`src/rtl/radix4_pp_pkg.sv`:
```
package radix4_pp_pkg;

    // Digit controls for one recoded window of the multiplier.
    typedef struct packed {
        logic neg;   // invert the multiplicand
        logic two;   // select doubled multiplicand
        logic one;   // select plain multiplicand
    } digit_ctl_t;

endpackage

```
`src/rtl/radix4_digit_decode.sv`:
```
module radix4_digit_decode
    import radix4_pp_pkg::*;
(
    input  logic [2:0]  window_i,
    output digit_ctl_t  ctl_o
);

    digit_ctl_t ctl_d;

    always_comb begin
        ctl_d.neg = window_i[2];
        ctl_d.one = window_i[1] ^ window_i[0];
        ctl_d.two = ( window_i[2] & ~window_i[1] & ~window_i[0]) |
                    (~window_i[2] &  window_i[1] &  window_i[0]);
    end

    assign ctl_o = ctl_d;

    // Select lines must never both be active.
    always_comb begin
        AST_SEL_EXCLUSIVE: assert (!(ctl_d.two && ctl_d.one))
            else $error("double and single selected together");
    end

endmodule

```
`src/rtl/radix4_row_build.sv`:
```
module radix4_row_build
    import radix4_pp_pkg::*;
#(
    parameter int W = 8
) (
    input  logic [W-1:0] x_i,
    input  digit_ctl_t   ctl_i,
    output logic [W:0]   row_o,
    output logic         corr_o
);

    localparam int EXT = W + 1;

    logic [EXT-1:0] x_ext;
    logic [EXT-1:0] x_inv;
    logic [W-1:0]   upper_d;   // row bits W..1 before sign handling
    logic           lsb_d;
    logic           corr_d;

    always_comb begin
        x_ext = {x_i[W-1], x_i};
        // Invert first, pick magnitude second.
        x_inv = x_ext ^ {EXT{ctl_i.neg}};
        if (ctl_i.one) begin
            upper_d = x_inv[W:1];
        end else if (ctl_i.two) begin
            upper_d = x_inv[W-1:0];
        end else begin
            upper_d = '0;
        end
        // Negation's +1 folded into bit 0, remainder pushed up one place.
        lsb_d  = x_i[0] & ctl_i.one;
        corr_d = (ctl_i.neg & ctl_i.two) |
                 (ctl_i.neg & ~x_i[0] & ctl_i.one);
    end

    assign row_o  = {~upper_d[W-1], upper_d[W-2:0], lsb_d};
    assign corr_o = corr_d;

    always_comb begin
        if (!ctl_i.two && !ctl_i.one) begin
            AST_ZERO_DIGIT: assert (row_o == {1'b1, {W{1'b0}}} && !corr_o)
                else $error("zero digit left residue");
        end
        if (corr_o) begin
            AST_CORR_NEEDS_NEG: assert (ctl_i.neg)
                else $error("correction raised on positive digit");
        end
        if (row_o[0]) begin
            AST_LSB_NEEDS_ONE: assert (ctl_i.one && x_i[0])
                else $error("merged LSB set without single select");
        end
    end

endmodule

```
`src/rtl/radix4_pp_gen.sv`:
```
module radix4_pp_gen
    import radix4_pp_pkg::*;
#(
    parameter int W = 8
) (
    input  logic [W-1:0]               x_in,
    input  logic [W-1:0]               y_in,
    output logic [W/2-1:0][W:0]        pp_rows,
    output logic [W/2-1:0]             pp_corr,
    output logic [2*W-1:0]             pp_bias
);

    localparam int ROWS = W / 2;
    localparam int PW   = 2 * W;

    function automatic logic [PW-1:0] bias_value();
        logic [PW-1:0] acc;
        acc = '0;
        for (int i = 0; i < ROWS; i++) begin
            acc = acc + ({{(PW-1){1'b0}}, 1'b1} << (W + 2 * i));
        end
        return (~acc) + 1'b1;
    endfunction

    localparam logic [PW-1:0] BIAS = bias_value();

    logic [W:0] y_pad;
    assign y_pad = {y_in, 1'b0};

    generate
        for (genvar i = 0; i < ROWS; i++) begin : g_row
            digit_ctl_t ctl_w;
            logic [W:0] row_w;
            logic       corr_w;

            radix4_digit_decode u_dec (
                .window_i (y_pad[2*i+2:2*i]),
                .ctl_o    (ctl_w)
            );

            radix4_row_build #(.W(W)) u_row (
                .x_i    (x_in),
                .ctl_i  (ctl_w),
                .row_o  (row_w),
                .corr_o (corr_w)
            );

            // Most significant row first.
            assign pp_rows[ROWS-1-i] = row_w;
            assign pp_corr[ROWS-1-i] = corr_w;

            always_comb begin
                if (ctl_w.two && !ctl_w.neg) begin
                    AST_DOUBLE_LSB_CLEAR: assert (!pp_rows[ROWS-1-i][0] && !pp_corr[ROWS-1-i])
                        else $error("positive double produced low residue");
                end
            end
        end
    endgenerate

    assign pp_bias = BIAS;

endmodule

```
`config.mk`:
```
export PLATFORM = sky130hd
export DESIGN_NAME = radix4_pp_gen
export DESIGN_NICKNAME = d
export VERILOG_FILES = /design/src/rtl/radix4_pp_pkg.sv /design/src/rtl/radix4_digit_decode.sv /design/src/rtl/radix4_row_build.sv /design/src/rtl/radix4_pp_gen.sv
export SDC_FILE = /design/constraint.sdc
export NUM_CORES = 1
export LEC_CHECK = 0
export ABC_AREA = 1
export BUFFER_PORTS_ARGS = -buffer_cell sky130_fd_sc_hd__buf_2
export CAP_MARGIN = 20
export CORE_UTILIZATION = 44
export DETAILED_ROUTE_END_ITERATION = 16
export GPL_ROUTABILITY_DRIVEN = 0
export PLACE_DENSITY = 0.79
export SYNTH_ARGS = -nofsm -noshare
export SYNTH_HDL_FRONTEND = slang
export SYNTH_HIERARCHICAL = 1
export SYNTH_SLANG_ARGS = --single-unit
```
`constraint.sdc`:
```
create_clock -name vclk -period 0.8
set_clock_uncertainty 0.05 [all_clocks]
set_input_delay 0.04 -clock vclk [all_inputs]
set_output_delay 0.04 -clock vclk [all_outputs]
set_load 0.05 [all_outputs]
```
==> flow_summary.ini, run 1 <==
[floorplanning]
die_w_microns = 57.2
std_cell_rows = 19
pin_count = 72
die_height_microns = 57.2
initial_utilization_pct = 47.3

[sta]
postGrtWorstEndpoint = pp_rows[22]
worstEndpointType = top-level output

[outcome]
stop_error = [ERROR GRT-0232] Routing congestion too high. Check the congestion heatmap in the GUI.
lastStage = global routing (5_1_grt)
status = aborted with a tool error

[place]
dpl.hpwl_microns = 2880
io_buffer_count = 56

[logic_synthesis]
ys_warn_count = 6
synthesis.area_sq_mm = 0.00134
postSynthAreaPerCell_sq_um = 4.82
synthCells = 278
synth_cell_type_count = 13
seq_area_frac_synth_pct = 0

[global_route]
gr-usage-all-layers_pct = 82.3
grt_max_degree = 11
grt_overflow = 181

[clock_tree]
cts_hold_buf = 0
per-layer routing:
layer,global-route usage [%],GRT overflow
met3,40.1,0
met1,78.8,0
met4,103,55
met2,116,126
met5,7.94,0
Yosys cell counts:
| master | n | area [sq um] |
|---|---|---|
| buf_2 | 4 | 20.0 |
| buf_4 | 32 | 240 |
| conb_1 | 2 | 7.51 |
| ha_1 | 4 | 50.1 |
| inv_4 | 4 | 25.0 |
| xor2_1 | 4 | 35.0 |
| inv_1 | 48 | 180 |
| o21ai_1 | 4 | 20.0 |
| inv_2 | 8 | 30.0 |
| nor2_2 | 4 | 25.0 |
| nand3_1 | 60 | 300 |
| o211ai_1 | 4 | 30.0 |
| nand2_1 | 100 | 375 |
cell families after synthesis:
logic type                 Yosys count  synth area share [%]
adders and majority gates            4                  3.74
xor gates and xnor gates             4                  2.62
AOI/OAI and AO/OA                    8                  3.74
buffers and inverters               96                  37.0
and+or+nand+nor                    164                  52.3
other                                2                 0.561
metrics by stage:
stage / worst slack (ps) / std cells / cell area (sq um) / util, % / setup TNS, ps
global placement: -548 / 369 / 1960 / 69.3 / -17810
detailed placement: -565 / 369 / 1960 / 69.3 / -18320
floorplan: -432 / 295 / 1730 / - / -1990
CTS: -296 / 374 / 2630 / 92.8 / -8710
what timing repair did:
item / in CTS
pin swaps: 29
resized for setup: 184
setup buffers: 5
endpoints found under the setup margin: 40
==> run 2: changes to the inputs <==
--- a/config.mk
+++ b/config.mk
@@ -8,10 +8,10 @@
 export ABC_AREA = 1
 export BUFFER_PORTS_ARGS = -buffer_cell sky130_fd_sc_hd__buf_2
 export CAP_MARGIN = 20
-export CORE_UTILIZATION = 44
+export CORE_UTILIZATION = 29
 export DETAILED_ROUTE_END_ITERATION = 16
 export GPL_ROUTABILITY_DRIVEN = 0
-export PLACE_DENSITY = 0.79
+export PLACE_DENSITY_LB_ADDON = 0.15
 export SYNTH_ARGS = -nofsm -noshare
 export SYNTH_HDL_FRONTEND = slang
 export SYNTH_HIERARCHICAL = 1
==> flow_summary.ini, run 2 <==
[outcome]
status = complete, but fails checks
violations = setup timing

[sta]
setup_viol = 40
post-route-min-period_ps = 1090
setup_slack_ps = -292
finalCritPeriodShare_pct = 136
hold_viol_final = 0
setup_tns_ps = -9130
clock.fmax_mhz = 916
slew_viol_final = 0
rsz0062_at_grt = yes

[setup_path]
arrival_ps = 1000
cp_slowest_cell = buf_4
slowest_delay_ps = 240
crit_fanout = 6
crit_type = in -> out
crit_required_ps = 710
cp-end-kind = output port
crit_start = y_in[5]
cp_cell_sequence = buf_12 > clkinv_4 > nand3_4 > nand2_2 > buf_4 > buf_4 > o211ai_1 > buf_4
startpoint_type = input pin
critPathMostFrequentCell = buf_4

[cells_and_area]
regArea_sq_um = 0
drive_above_1_share_pct = 62.2
fin_nets = 374
num_antenna_cells = 0
fillCellCount = 327
seq_cells = 0
final_util_pct = 72.6
final_common_cell = nand2_1
clock_buffers = 0
final_area_sq_mm = 0.00318
area_delta_synth_final_pct = 138
mostFrequentLayoutCells = nand2_1 (56), inv_1 (36), nand2_4 (36)

[route]
drtPass1Iterations = 4
drcViolationCount = 0
ant_nets = 0
routedWlPerCell_microns = 12.6
avgViaCountPerCell = 4.64
vias = 1875
drt_first_iter_violations = 51
drt-total-wl_microns = 5100

[global_route]
grt_max_degree = 10
grt_pass1_wl_microns = 8020
antenna_found_initial = 0
grt_overflow = 0
gr-usage-all-layers_pct = 19.6
grt_pass1_vias = 1788

[logic_synthesis]
synthesis.area_sq_mm = 0.00134
yosysMostFrequentCell = nand2_1
ys_warn_count = 6
postSynthAreaPerCell_sq_um = 4.82
synth_top_area_share_pct = 28.0
synth.largest_area_cell = nand2_1
synth_cell_type_count = 13
synthTopCellsByCount = nand2_1 (100), nand3_1 (60), inv_1 (48)
synthCells = 278
seq_area_frac_synth_pct = 0
synth.area.top_cells = nand2_1 (28%), nand3_1 (22%), buf_4 (18%)

[place]
pre_cts_ws_ps = -543
dpl_cell_area_sq_mm = 0.00196
io_buffer_count = 56
dpl.hpwl_microns = 3060

[floorplanning]
std_cell_rows = 24
die_height_microns = 69.9
pin_count = 72
die_w_microns = 69.9
initial_utilization_pct = 30.5
dieArea_sq_mm = 0.00489
fp.coreArea_sq_mm = 0.00438

[pwr]
switching_share_pct = 61.2
pwr-share-comb_pct = 100.0
intPower_mw = 1.29
seqPwrFrac_pct = 0
powerDensity_mw_per_mm2 = 1050
p_leak_nw = 1.58
power_frac_clock_pct = 0
vdd_ir_drop_max_mv = 0.527
power_switching_mw = 2.04

[min_path]
hold_path_class = in -> out
min_from = x_in[0]
hold_depth = 4
holdPathEnd = pp_rows[9]

[job]
drv_cap = 0
run 2: cell counts after synthesis:
No cell type changed its count.
run 2: logic make-up after synthesis:
kind of cell / synth area share (%)
buf+inv: 37.0
compound gates: 3.74
fa+ha+maj: 3.74
other cells: 0.561
simple gates: 52.3
xor+xnor: 2.62
run 2: metrics by stage:
stage | power, mW | hold WS [ps] | cells
global route | 3.49 | 456 | 404
finish | 3.33 | 445 | 404
floorplan | 1.90 | 284 | 295
CTS | 3.11 | 433 | 397
detailed placement | 2.27 | 514 | 388
global placement | 2.27 | 511 | 388
run 2: worst max-delay path, delay by kind of cell:
kind                   cells  cell delay (ps)
AND/OR/NAND/NOR            2              120
AO/OA/AOI/OAI              1              190
buffers and inverters      5              660
run 2: final cells by class:
type / instances / area (sq um) / area share, %
multi-input cells: 199 / 1700 / 53.5
well taps: 52 / 65.1 / 2.04
inverters: 60 / 278 / 8.73
repair buffers: 93 / 1140 / 35.7
run 2: how the worst max path moves through the flow:
stage / end / slack, ps / cells past startpoint
3_5_place_dp: pp_rows[16] / -540 / 8
6_report: pp_rows[17] / -290 / 8
3_3_place_gp: pp_rows[16] / -570 / 9
4_1_cts: pp_rows[23] / -300 / 9
5_1_grt: pp_rows[33] / -330 / 10
2_1_floorplan: pp_rows[17] / -430 / 3
run 2: layer usage:
metal | part of all wire [%] | GRT usage [%]
met2 | 55 | 36.6
met1 | 40 | 25.2
met3 | 2.7 | 0.722
met4 | 1.7 | 2.67
met5 | 0 | 0
run 2: power by group through the flow:
stage / registers (mW) / clock network [mW] / logic [mW]
after CTS: 0 / 0 / 3.11
after global placement: 0 / 0 / 2.27
final: 0 / 0 / 3.33
after global routing: 0 / 0 / 3.49
after floorplan: 0 / 0 / 1.90
after detailed placement: 0 / 0 / 2.27
run 2: repair_timing:
item | CTS | global route
buffers inserted | 9 | 9
gates resized for setup | 233 | 52
hold buffers | 0 | 0
pin swaps | 28 | 30
hold endpoints to repair | 0 | 0
endpoints found under the setup margin | 40 | 40
Note: power is estimated with default switching activity, not from simulation.
==> run 3: changes to the inputs <==
--- a/config.mk
+++ b/config.mk
@@ -8,6 +8,7 @@
 export ABC_AREA = 1
 export BUFFER_PORTS_ARGS = -buffer_cell sky130_fd_sc_hd__buf_2
 export CAP_MARGIN = 20
+export CORE_MARGIN = 2
 export CORE_UTILIZATION = 29
 export DETAILED_ROUTE_END_ITERATION = 16
 export GPL_ROUTABILITY_DRIVEN = 0
==> constraint.sdc (replaced) <==
create_clock -name vclk -period 0.8
set_clock_uncertainty 0.05 [all_clocks]
set_input_delay 0.2 -clock vclk [all_inputs]
set_output_delay 0.2 -clock vclk [all_outputs]
set_load 0.05 [all_outputs]
==> flow_summary.ini, run 3 (synthesis gave the netlist of run 2 again) <==
[outcome]
status = complete, but fails checks
violations = setup timing

[route]
vias = 1834
ant_nets = 0
routedWlPerCell_microns = 11.6
drt_first_iter_violations = 56
drtPass1Iterations = 4
avgViaCountPerCell = 4.52
drt-total-wl_microns = 4700
drcViolationCount = 0

[place]
io_buffer_count = 56
pre_cts_ws_ps = -851
dpl.hpwl_microns = 3150
dpl_cell_area_sq_mm = 0.00212

[floorplanning]
pin_count = 72
dieArea_sq_mm = 0.00518
initial_utilization_pct = 30.3
die_height_microns = 71.9
fp.coreArea_sq_mm = 0.00441
std_cell_rows = 24
die_w_microns = 71.9

[setup_path]
crit_start = y_in[0]
slowest_delay_ps = 230
arrival_ps = 1150
endpoint = pp_rows[33]
crit_required_ps = 550
cp_num_buf_inv = 4
crit_type = in -> out
worstSetupPathDepth = 9
startpoint_type = input pin
critPathTopFamily = simple AND/OR/NAND/NOR gates
cp_slowest_cell = nor2_4
crit_fanout = 7
cp-end-kind = output port
cp_cell_sequence = buf_12 > clkinv_8 > nand3_4 > nand2_2 > inv_2 > nor2_4 > nand3_2 > nand2_4 > buf_8

[cells_and_area]
fin_nets = 376
num_antenna_cells = 0
final_common_cell = nand2_1
area_delta_synth_final_pct = 137
clock_buffers = 0
final_area_sq_mm = 0.00318
drive_above_1_share_pct = 65.8
mostFrequentLayoutCells = nand2_1 (49), inv_1 (35), buf_8 (34)
regArea_sq_um = 0
fillCellCount = 346
seq_cells = 0

[job]
drv_cap = 0

[global_route]
use_met2_pct = 32.6
grt_pass1_wl_microns = 7710
antenna_found_initial = 0
use_met3_pct = 0.556
grt_max_degree = 11
gr-usage-all-layers_pct = 17.8
grt_use_met1_pct = 24.3
grt.busiest_layer = met2
grt_pass1_vias = 1767
grt_overflow = 0

[sta]
post-route-min-period_ps = 1400
rsz0062_at_grt = yes
setup_slack_ps = -596
hold_viol_final = 0
finalCritPeriodShare_pct = 174
slew_viol_final = 0
setup_viol = 40
clock.fmax_mhz = 716

[pwr]
vdd_ir_drop_max_mv = 0.569
p_leak_nw = 1.57
powerDensity_mw_per_mm2 = 1040

[min_path]
hold_depth = 4
hold_path_class = in -> out
[run 3: metal layers]
layer	wire, microns	vias up
met5	0	-
met4	17	0
met3	149	2
met2	2440	38
met1	2090	829
li1	-	965
[run 3: worst min-delay path, stage by stage]
cell	delay (ps)
buf_4	160
nand2_4	70
inv_2	30
buf_8	130
[run 3: final cells by class]
| cell class | instances | area [sq um] | area share [%] |
|---|---|---|---|
| multi-input combinational | 200 | 1710 | 53.6 |
| timing repair buffer | 94 | 1140 | 35.8 |
| inverter | 60 | 270 | 8.50 |
| tap | 52 | 65.1 | 2.05 |
[run 3: worst min path at each step]
stage,slack (ps),end,from
2_1_floorplan,580,pp_rows[0],x_in[0]
5_1_grt,770,pp_rows[9],x_in[0]
4_1_cts,760,pp_rows[9],x_in[0]
6_report,760,pp_rows[0],x_in[0]
3_3_place_gp,850,pp_rows[9],x_in[0]
3_5_place_dp,850,pp_rows[9],x_in[0]
[run 3: stage by stage]
step | setup TNS [ps] | hold slack [ps] | total power [mW] | instances | utilization [%]
detailed placement | -30520 | 845 | 2.36 | 396 | 48.0
floorplan | -13560 | 577 | 1.98 | 295 | -
CTS | -21360 | 760 | 3.14 | 401 | 66.8
global route | -23610 | 773 | 3.50 | 406 | 72.0
global placement | -30310 | 846 | 2.36 | 396 | 48.0
finish | -21590 | 758 | 3.32 | 406 | 72.0
[run 3: what timing repair did]
action                                  CTS  global route
gates resized for setup                 215            42
pin swaps                                37            35
hold endpoints to repair                  0             0
hold buffers                              0             0
endpoints found under the setup margin   40            40
cloned                                    1             0
setup buffers                             4             6
[run 3: where the power goes]
part	switching, mW	internal [mW]	total, mW
clock network	0	0	0
registers	0	0	0
logic	2.01	1.31	3.32
==> run 4: changes to the inputs <==
--- a/config.mk
+++ b/config.mk
@@ -5,12 +5,12 @@
 export SDC_FILE = /design/constraint.sdc
 export NUM_CORES = 1
 export LEC_CHECK = 0
-export ABC_AREA = 1
+export ABC_AREA = 0
 export BUFFER_PORTS_ARGS = -buffer_cell sky130_fd_sc_hd__buf_2
 export CAP_MARGIN = 20
-export CORE_MARGIN = 2
-export CORE_UTILIZATION = 29
+export CORE_AREA = 2 2 63 65
 export DETAILED_ROUTE_END_ITERATION = 16
+export DIE_AREA = 0 0 65 67
 export GPL_ROUTABILITY_DRIVEN = 0
 export PLACE_DENSITY_LB_ADDON = 0.15
 export SYNTH_ARGS = -nofsm -noshare
==> flow_summary.ini, run 4 <==
[cells_and_area]
seq_cells = 0
regArea_sq_um = 0
final_common_cell = buf_6
multiInputGateArea_sq_mm = 0.00195
num_antenna_cells = 0
final_area_sq_mm = 0.00306
fin_nets = 229
drive_above_1_share_pct = 86.5
clock_buffers = 0
fillCellCount = 169
area_delta_synth_final_pct = 214
mostFrequentLayoutCells = buf_6 (50), o22ai_4 (28), xnor2_4 (24)

[logic_synthesis]
synth_cell_type_count = 14
synthCells = 134
synth.largest_area_cell = buf_4
postSynthAreaPerCell_sq_um = 7.26
synthTopCellsByCount = buf_4 (28), o22ai_1 (28), xnor2_1 (24)
seq_area_frac_synth_pct = 0
ys_warn_count = 6
synth_top_area_share_pct = 21.6
synth.area.top_cells = buf_4 (22%), xnor2_1 (22%), o22ai_1 (18%)
synthesis.area_sq_um = 973

[route]
avgViaCountPerCell = 4.81
routedWlPerCell_microns = 16.8
ant_nets = 0
vias = 1227
drt-total-wl_microns = 4290
drt_first_iter_violations = 25
drcViolationCount = 0
drtPass1Iterations = 4

[setup_path]
crit_type = in -> out
arrival_ps = 1210
crit_required_ps = 550
crit_fanout = 8
cp-end-kind = output port
startpoint_type = input pin

[floorplanning]
die_w_microns = 65
std_cell_rows = 22
die_height_microns = 67
fp.coreArea_sq_mm = 0.00361
pin_count = 72
initial_utilization_pct = 27.0
dieArea_sq_mm = 0.00436

[sta]
post-route-min-period_ps = 1460
whs_ps = 845
slew_viol_final = 0
setup_viol = 40
setup_slack_ps = -655
finalCritPeriodShare_pct = 182
hold_viol_final = 0
clock.fmax_mhz = 687
rsz0062_at_grt = yes

[min_path]
holdPathEnd = pp_corr[2]
hold_path_class = in -> out
min_from = y_in[3]
hold_depth = 4

[global_route]
grt_pass1_vias = 1248
gr-usage-all-layers_pct = 19.5
grt_pass1_wl_microns = 6580
grt_overflow = 0
antenna_found_initial = 0
grt_max_degree = 9

[place]
io_buffer_count = 56
dpl_cell_area_sq_mm = 0.00252
dpl.hpwl_microns = 3080

[pwr]
vdd_ir_drop_max_mv = 0.713
p_leak_nw = 1.20
powerDensity_mw_per_mm2 = 1220

[job]
drv_cap = 0

[outcome]
violations = setup timing
status = complete, but fails checks
-- run 4: critical path, stage by stage --
cell and delay [ps]:
buf_8 100, buf_12 130, o22ai_4 220, nand2b_4 180
o22ai_4 190, buf_6 180
-- run 4: worst max path at each step --
stage          slack (ps)  cells after the start     from     endpoint
4_1_cts              -660                      7  y_in[5]  pp_rows[10]
3_3_place_gp         -790                      6  y_in[4]  pp_rows[10]
3_5_place_dp         -830                      6  y_in[3]  pp_rows[19]
5_1_grt              -730                      6  y_in[3]  pp_rows[19]
2_1_floorplan        -480                      4  y_in[4]  pp_rows[10]
6_report             -660                      6  y_in[5]  pp_rows[10]
-- run 4: power by group --
part | internal [mW] | leakage [nW] | switching [mW]
combinational | 1.55 | 1.20 | 2.17
clock | 0 | 0 | 0
sequential | 0 | 0 | 0
-- run 4: kinds of logic after synthesis --
group | count (synthesis) | share of synthesized area, %
fa+ha+maj | 4 | 5.14
other cells | 2 | 0.771
simple gates | 16 | 8.23
compound gates | 40 | 27.8
buf+inv | 40 | 29.3
xor+xnor | 32 | 28.8
-- run 4: through the flow --
stage	std cells	setup TNS [ps]	setup WS [ps]	power (mW)	utilization, %
global route	255	-24340	-727	3.87	84.8
floorplan	151	-15620	-484	2.67	-
global placement	248	-28380	-794	3.10	69.8
finish	255	-22640	-655	3.72	84.8
CTS	250	-22830	-655	3.65	82.2
detailed placement	248	-29780	-835	3.15	69.8
-- run 4: layout make-up --
cell class | count | area share, %
inverters | 8 | 2.13
multi-input cells | 111 | 63.8
well taps | 48 | 1.96
repair buffers | 88 | 32.1
-- run 4: per-layer routing --
layer | up-vias | share of wire (%) | wire (microns) | GRT usage (%)
met5 | - | 0 | 0 | 0
met4 | 0 | 0 | 0 | 1.33
met3 | 0 | 3.9 | 169 | 1.18
met2 | 40 | 59 | 2540 | 39.7
met1 | 598 | 37 | 1580 | 23.0
li1 | 589 | - | - | -
-- run 4: timing repair --
action,in CTS,in global routing
setup endpoints to repair,40,40
buffers inserted,2,6
hold buffers,0,0
pin swaps,16,7
resized for setup,125,15
